## src/rtl/modal_fifo_pkg.sv

```systemverilog
package modal_fifo_pkg;
    typedef enum logic {
        MODE_FALL = 1'b0,
        MODE_STD  = 1'b1
    } tmode_e;
endpackage

```

## src/rtl/modal_fifo_mode.sv

```systemverilog
module modal_fifo_mode
    import modal_fifo_pkg::*;
(
    input  logic   clk,
    input  logic   rst_n,
    input  logic   sel_i,
    output logic   valid_o,
    output tmode_e mode_o
);
    typedef struct packed {
        logic   valid;
        tmode_e mode;
    } st_t;

    st_t st_d, st_q;

    always_comb begin
        st_d = st_q;
        if (!st_q.valid) begin
            st_d.valid = 1'b1;
            st_d.mode  = tmode_e'(sel_i);
        end
    end

    always_ff @(posedge clk or negedge rst_n) begin
        if (!rst_n) st_q <= '{valid: 1'b0, mode: MODE_STD};
        else        st_q <= st_d;
    end

    assign valid_o = st_q.valid;
    assign mode_o  = st_q.mode;
endmodule

```

## src/rtl/modal_fifo_ptrs.sv

```systemverilog
module modal_fifo_ptrs #(
    parameter int DEPTH = 16,
    localparam int AW = (DEPTH > 1) ? $clog2(DEPTH) : 1,
    localparam int CW = $clog2(DEPTH + 1)
) (
    input  logic          clk,
    input  logic          rst_n,
    input  logic          push_i,
    input  logic          pop_i,
    output logic [AW-1:0] wptr_o,
    output logic [AW-1:0] rptr_o,
    output logic [CW-1:0] cnt_o
);
    typedef struct packed {
        logic [AW-1:0] wp;
        logic [AW-1:0] rp;
        logic [CW-1:0] cnt;
    } st_t;

    st_t st_d, st_q;

    always_comb begin
        st_d = st_q;
        if (push_i) st_d.wp = (st_q.wp == AW'(DEPTH - 1)) ? '0 : st_q.wp + 1'b1;
        if (pop_i)  st_d.rp = (st_q.rp == AW'(DEPTH - 1)) ? '0 : st_q.rp + 1'b1;
        case ({push_i, pop_i})
            2'b10:   st_d.cnt = st_q.cnt + 1'b1;
            2'b01:   st_d.cnt = st_q.cnt - 1'b1;
            default: st_d.cnt = st_q.cnt;
        endcase
    end

    always_ff @(posedge clk or negedge rst_n) begin
        if (!rst_n) st_q <= '0;
        else        st_q <= st_d;
    end

    assign wptr_o = st_q.wp;
    assign rptr_o = st_q.rp;
    assign cnt_o  = st_q.cnt;
endmodule

```

## src/rtl/modal_fifo_store.sv

```systemverilog
module modal_fifo_store #(
    parameter int WIDTH = 32,
    parameter int DEPTH = 16,
    localparam int AW = (DEPTH > 1) ? $clog2(DEPTH) : 1
) (
    input  logic             clk,
    input  logic             we_i,
    input  logic [AW-1:0]    waddr_i,
    input  logic [WIDTH-1:0] wdata_i,
    input  logic [AW-1:0]    raddr_i,
    output logic [WIDTH-1:0] rdata_o
);
    logic [WIDTH-1:0] mem_q [DEPTH];

    // Storage array carries no reset; only written entries are ever read.
    always_ff @(posedge clk) begin
        if (we_i) mem_q[waddr_i] <= wdata_i;
    end

    assign rdata_o = mem_q[raddr_i];
endmodule

```

## src/rtl/modal_fifo.sv

```systemverilog
module modal_fifo
    import modal_fifo_pkg::*;
#(
    parameter int WIDTH = 32,
    parameter int DEPTH = 16
) (
    input  logic             clk,
    input  logic             rst_n,
    input  logic             mode_sel_i,
    input  logic             wr_en_i,
    input  logic [WIDTH-1:0] wr_data_i,
    input  logic             rd_en_i,
    output logic [WIDTH-1:0] rd_data_o,
    output logic             rd_stat_o,
    output logic             wr_stat_o
);
    localparam int AW = (DEPTH > 1) ? $clog2(DEPTH) : 1;
    localparam int CW = $clog2(DEPTH + 1);

    typedef struct packed {
        logic [WIDTH-1:0] data;
        logic             vld;
    } out_t;

    logic             mode_vld;
    tmode_e           mode;
    logic             mode_std;
    logic [AW-1:0]    wptr, rptr;
    logic [CW-1:0]    cnt;
    logic [WIDTH-1:0] ram_rdata;
    logic             has_ram, ram_full;
    logic             push, std_pop, fw_take, fw_load, pop;
    out_t             out_d, out_q;

    modal_fifo_mode u_mode (
        .clk     (clk),
        .rst_n   (rst_n),
        .sel_i   (mode_sel_i),
        .valid_o (mode_vld),
        .mode_o  (mode)
    );

    modal_fifo_ptrs #(.DEPTH(DEPTH)) u_ptrs (
        .clk    (clk),
        .rst_n  (rst_n),
        .push_i (push),
        .pop_i  (pop),
        .wptr_o (wptr),
        .rptr_o (rptr),
        .cnt_o  (cnt)
    );

    modal_fifo_store #(.WIDTH(WIDTH), .DEPTH(DEPTH)) u_store (
        .clk     (clk),
        .we_i    (push),
        .waddr_i (wptr),
        .wdata_i (wr_data_i),
        .raddr_i (rptr),
        .rdata_o (ram_rdata)
    );

    always_comb begin
        mode_std = (mode == MODE_STD);
        has_ram  = (cnt != '0);
        ram_full = (cnt == CW'(DEPTH));
        push     = mode_vld && wr_en_i && !ram_full;
        std_pop  = mode_vld && mode_std && rd_en_i && has_ram;
        fw_take  = mode_vld && !mode_std && rd_en_i && out_q.vld;
        fw_load  = mode_vld && !mode_std && has_ram && (!out_q.vld || fw_take);
        pop      = std_pop || fw_load;

        out_d = out_q;
        if (pop) begin
            out_d.data = ram_rdata;
            out_d.vld  = !mode_std;
        end else if (fw_take) begin
            out_d.vld  = 1'b0;
        end
    end

    always_ff @(posedge clk or negedge rst_n) begin
        if (!rst_n) out_q <= '0;
        else        out_q <= out_d;
    end

    assign rd_data_o = out_q.data;
    assign rd_stat_o = mode_vld && (mode_std ? has_ram : out_q.vld);
    assign wr_stat_o = mode_vld && !ram_full;
endmodule

```

## config.mk

```make
export PLATFORM = sky130hd
export DESIGN_NAME = modal_fifo
export DESIGN_NICKNAME = d
export VERILOG_FILES = /design/src/rtl/modal_fifo_pkg.sv /design/src/rtl/modal_fifo_mode.sv /design/src/rtl/modal_fifo_ptrs.sv /design/src/rtl/modal_fifo_store.sv /design/src/rtl/modal_fifo.sv
export SDC_FILE = /design/constraint.sdc
export NUM_CORES = 1
export LEC_CHECK = 0
export ABC_AREA = 0
export BUFFER_PORTS_ARGS = -buffer_cell sky130_fd_sc_hd__buf_4
export CELL_PAD_IN_SITES_DETAIL_PLACEMENT = 2
export CELL_PAD_IN_SITES_GLOBAL_PLACEMENT = 2
export CORE_ASPECT_RATIO = 0.6
export CORE_MARGIN = 5
export CORE_UTILIZATION = 50
export CTS_CLUSTER_SIZE = 14
export DETAILED_ROUTE_END_ITERATION = 10
export GPL_TIMING_DRIVEN = 0
export HOLD_SLACK_MARGIN = 0.03
export PLACE_DENSITY_LB_ADDON = 0.2
export SYNTH_ARGS = -nofsm -noshare
export SYNTH_HDL_FRONTEND = slang
export SYNTH_HIERARCHICAL = 1
export SYNTH_SLANG_ARGS = --single-unit
export TNS_END_PERCENT = 1
```

## constraint.sdc

```tcl
create_clock -name clk -period 9.1 [get_ports clk]
set_input_delay 0.91 -clock clk [delete_from_list [all_inputs] [get_ports clk]]
set_output_delay 0.91 -clock clk [all_outputs]
set_load 0.05 [all_outputs]
```

==> reports/metrics.yaml <==
logic_synthesis:
  synth_area_per_cell_um2: 21.6
  synthFlopType: "edfxtp_1"
  yosysWarningCount: 6
  synth_nets: 1042
  syn_area_um2: 21600
  netlist_instances: 999
  ys_ff_latch: 560
  synth_edf_count: 512
  ys_types: 41
  synth_seq_area_share_pct: 76.8
  async_flop_share_pct: 8.57
power:
  switching_share_pct: 33.5
  leakagePower_nw: 8.30
  pwr-share-seq_pct: 40.1
  power_mw: 7.94
  powerDensity_nw_per_um2: 317
  p_int_mw: 5.28
  combPwrFrac_pct: 32.2
  clock_power_share_pct: 27.7
  peakVddDrop_uv: 203
  p_sw_mw: 2.66
drt:
  drc: 0
  vias_per_cell: 6.36
  firstDrtPassIters: 5
  vias: 11293
  drt_iter0_drc: 1392
  drt-total-wl_um: 66400
  ant_nets: 0
  wl_per_cell_um: 37.4
floorplanning:
  core_area_um2: 43000
  rows: 59
  die_w_um: 278
  io_pins: 71
  start_util_pct: 50.2
  die_y_um: 171
  die-area_um2: 47600
timing:
  fmax_mhz: 261
  final_max_slew_viol_count: 0
  tightestPinTransition_ns: 1.12
  finClkSkew_ns: 0.0289
  post-route-min-period_ns: 3.83
  setup_tns_ns: 0
  max_slew_margin_pct: 25.4
  fin_crit_sh_pct: 42.1
  rsz0062_at_grt: "no"
  hold_viol_final: 0
  fin_hold_ws_ns: 0.436
  finalSetupViolCount: 0
setup_path:
  crit_type: "reg2reg"
  critPathArrivalTime_ns: 4.33
  end_kind: "flop"
  cp-start-kind: "flop"
  worstPathMaxFanout: 10
  worstPathRequired_ns: 9.60
grt:
  grt_usage_pct: 28.1
  grt_max_degree: 49
  grt_pass1_vias: 12328
  antenna_found_initial: 2
  grt-ovfl-total: 0
  grt_pass1_wl_um: 94200
clock_network:
  cts-resized-gates: 0
  cts.root.buffer_cell: "clkbuf_16"
  clk_pin_slew_worst_paths_ns: 0.07
  cts_hold_buffers: 0
  numCtsBuffers: 51
  cts_setup_buffers: 0
  cts_sinks: 560
  cts.htree.levels: 2
  clockBufferDepth: 3
  cts_tree: "yes"
  clock_latency_ns: 0.59
placement:
  place_hpwl_um: 40200
  gp_congestion: 0.725
  placed_cells: 1677
  io_buffers: 70
layout:
  area_growth_pct: 16.2
  instances_no_fill: 1775
  drive_above_1_share_pct: 34.4
  fin_nets: 1194
worst_hold_path:
  worstHoldPathType: "in2async"
flow_run:
  drv_cap: 0
status:
  status: "completed"
state kept, by name (all words and copies together), names as in the netlist:
| signal | cells |
|---|---|
| u_store/mem_q | 512 |
| u_ptrs/cnt_o | 5 |
| u_ptrs/rptr_o | 4 |
| out_q | 1 |
| u_mode/valid_o | 1 |
| u_ptrs/wptr_o | 4 |
| rd_data_o | 32 |
| u_mode/mode_o | 1 |
worst max-delay path, cell delays in order (launching register included):
cell and delay (ns):
dfrtp_1 0.51, or3_4 0.47, o221ai_4 0.46, buf_6 0.28, inv_1 0.22, ha_1 0.31
buf_6 0.16, xor2_1 0.16, ha_1 0.26, o21ai_0 0.20, a311oi_1 0.11, o21ai_0 0.37
xor2_1 0.19
final timing paths:
path | from | to | slack [ns] | depth (start not counted)
setup reg to reg | u_ptrs/cnt_o[1] | u_ptrs/cnt_o[4] | 5.27 | 12
hold / removal | rst_n | rd_data_o[25] | 0.44 | 1
setup / recovery | u_ptrs/cnt_o[1] | u_ptrs/cnt_o[4] | 5.27 | 12
hold reg to reg | rd_data_o[17] | rd_data_o[17] | 0.51 | 1
max in group asynchronous | rst_n | rd_data_o[19] | 8.04 | 1
min in group clk | rd_data_o[17] | rd_data_o[17] | 0.51 | 1
cell usage in the layout, fill, tap and decap left out, types with 12 or more instances in the layout:
master and instances:
mux4_2 128, a22oi_1 64, clkbuf_1 36, nand2_1 40
clkbuf_16 51, nor2_4 12, buf_4 115, buf_6 19
dfrtp_1 47, mux2_2 33, edfxtp_1 512
logic make-up (layout without fill, tap and decap cells):
family / after synthesis / count (layout) / synth area share, %
AOI/OAI and AO/OA: 87 / 87 / 2.98
xor gates and xnor gates: 8 / 8 / 0.324
adders and majority gates: 6 / 6 / 0.348
buffers and inverters: 85 / 280 / 2.46
DFF: 560 / 560 / 76.8
muxes: 164 / 164 / 15.2
other: 1 / 3 / 0.0174
and+or+nand+nor: 88 / 88 / 1.86
area by class of cell:
type                            count  area, um^2
Antenna cell                        2        5.00
Sequential cell                   560       16600
Clock buffer                       76        1440
Inverter                            5        18.8
Multi-Input combinational cell    354        4600
Buffer                             80         512
Fill cell                        3441       18000
Tap cell                          579         724
Timing Repair Buffer               99        1000
Clock inverter                     20         210
power by group through the flow:
stage	logic, mW	clock network [mW]	registers (mW)
2_1_floorplan	1.68	0	3.16
3_3_place_gp	2.34	0	3.20
3_5_place_dp	2.51	0	3.22
4_1_cts	2.57	2.23	3.18
5_1_grt	2.67	2.37	3.20
6_report	2.56	2.20	3.18
metal layers:
metal | global-route usage, % | vias up | wire length (um)
li1 | - | 4419 | -
met1 | 37.8 | 6205 | 26000
met2 | 48.6 | 563 | 33900
met3 | 5.59 | 106 | 5030
met4 | 6.79 | 0 | 1500
met5 | 0 | - | 0
cells in the mapped netlist (2+ instances only):
cell type / instances / area (um^2)
edfxtp_1: 512 / 15400
mux4_2: 128 / 2880
a22oi_1: 64 / 480
dfrtp_1: 47 / 1180
buf_4: 43 / 323
nand2_1: 40 / 150
mux2_2: 33 / 372
nor2_1: 19 / 71.3
clkbuf_1: 18 / 67.6
buf_1: 9 / 33.8
o21ai_0: 9 / 45.0
buf_6: 6 / 67.6
ha_1: 6 / 75.1
inv_1: 5 / 18.8
nand3_1: 5 / 25.0
nor3_1: 5 / 25.0
xor2_1: 5 / 43.8
buf_2: 4 / 20.0
nand2b_1: 4 / 25.0
nand4_1: 4 / 25.0
a21oi_1: 3 / 15.0
nor2b_1: 3 / 18.8
xnor2_1: 3 / 26.3
a311oi_1: 2 / 17.5
a31oi_1: 2 / 12.5
and2_1: 2 / 12.5
mux2_1: 2 / 22.5
nand3b_1: 2 / 15.0
o22ai_1: 2 / 12.5
stage by stage:
stage / cell area, um^2 / utilization, % / setup slack [ns]
3_3_place_gp: 22800 / 53.1 / 1.64
2_1_floorplan: 21600 / - / 4.51
3_5_place_dp: 23400 / 54.4 / 5.42
6_report: 25100 / 58.3 / 5.27
4_1_cts: 25100 / 58.3 / 5.30
5_1_grt: 25100 / 58.3 / 5.22
No activity file was read; power rests on OpenSTA's default activity.
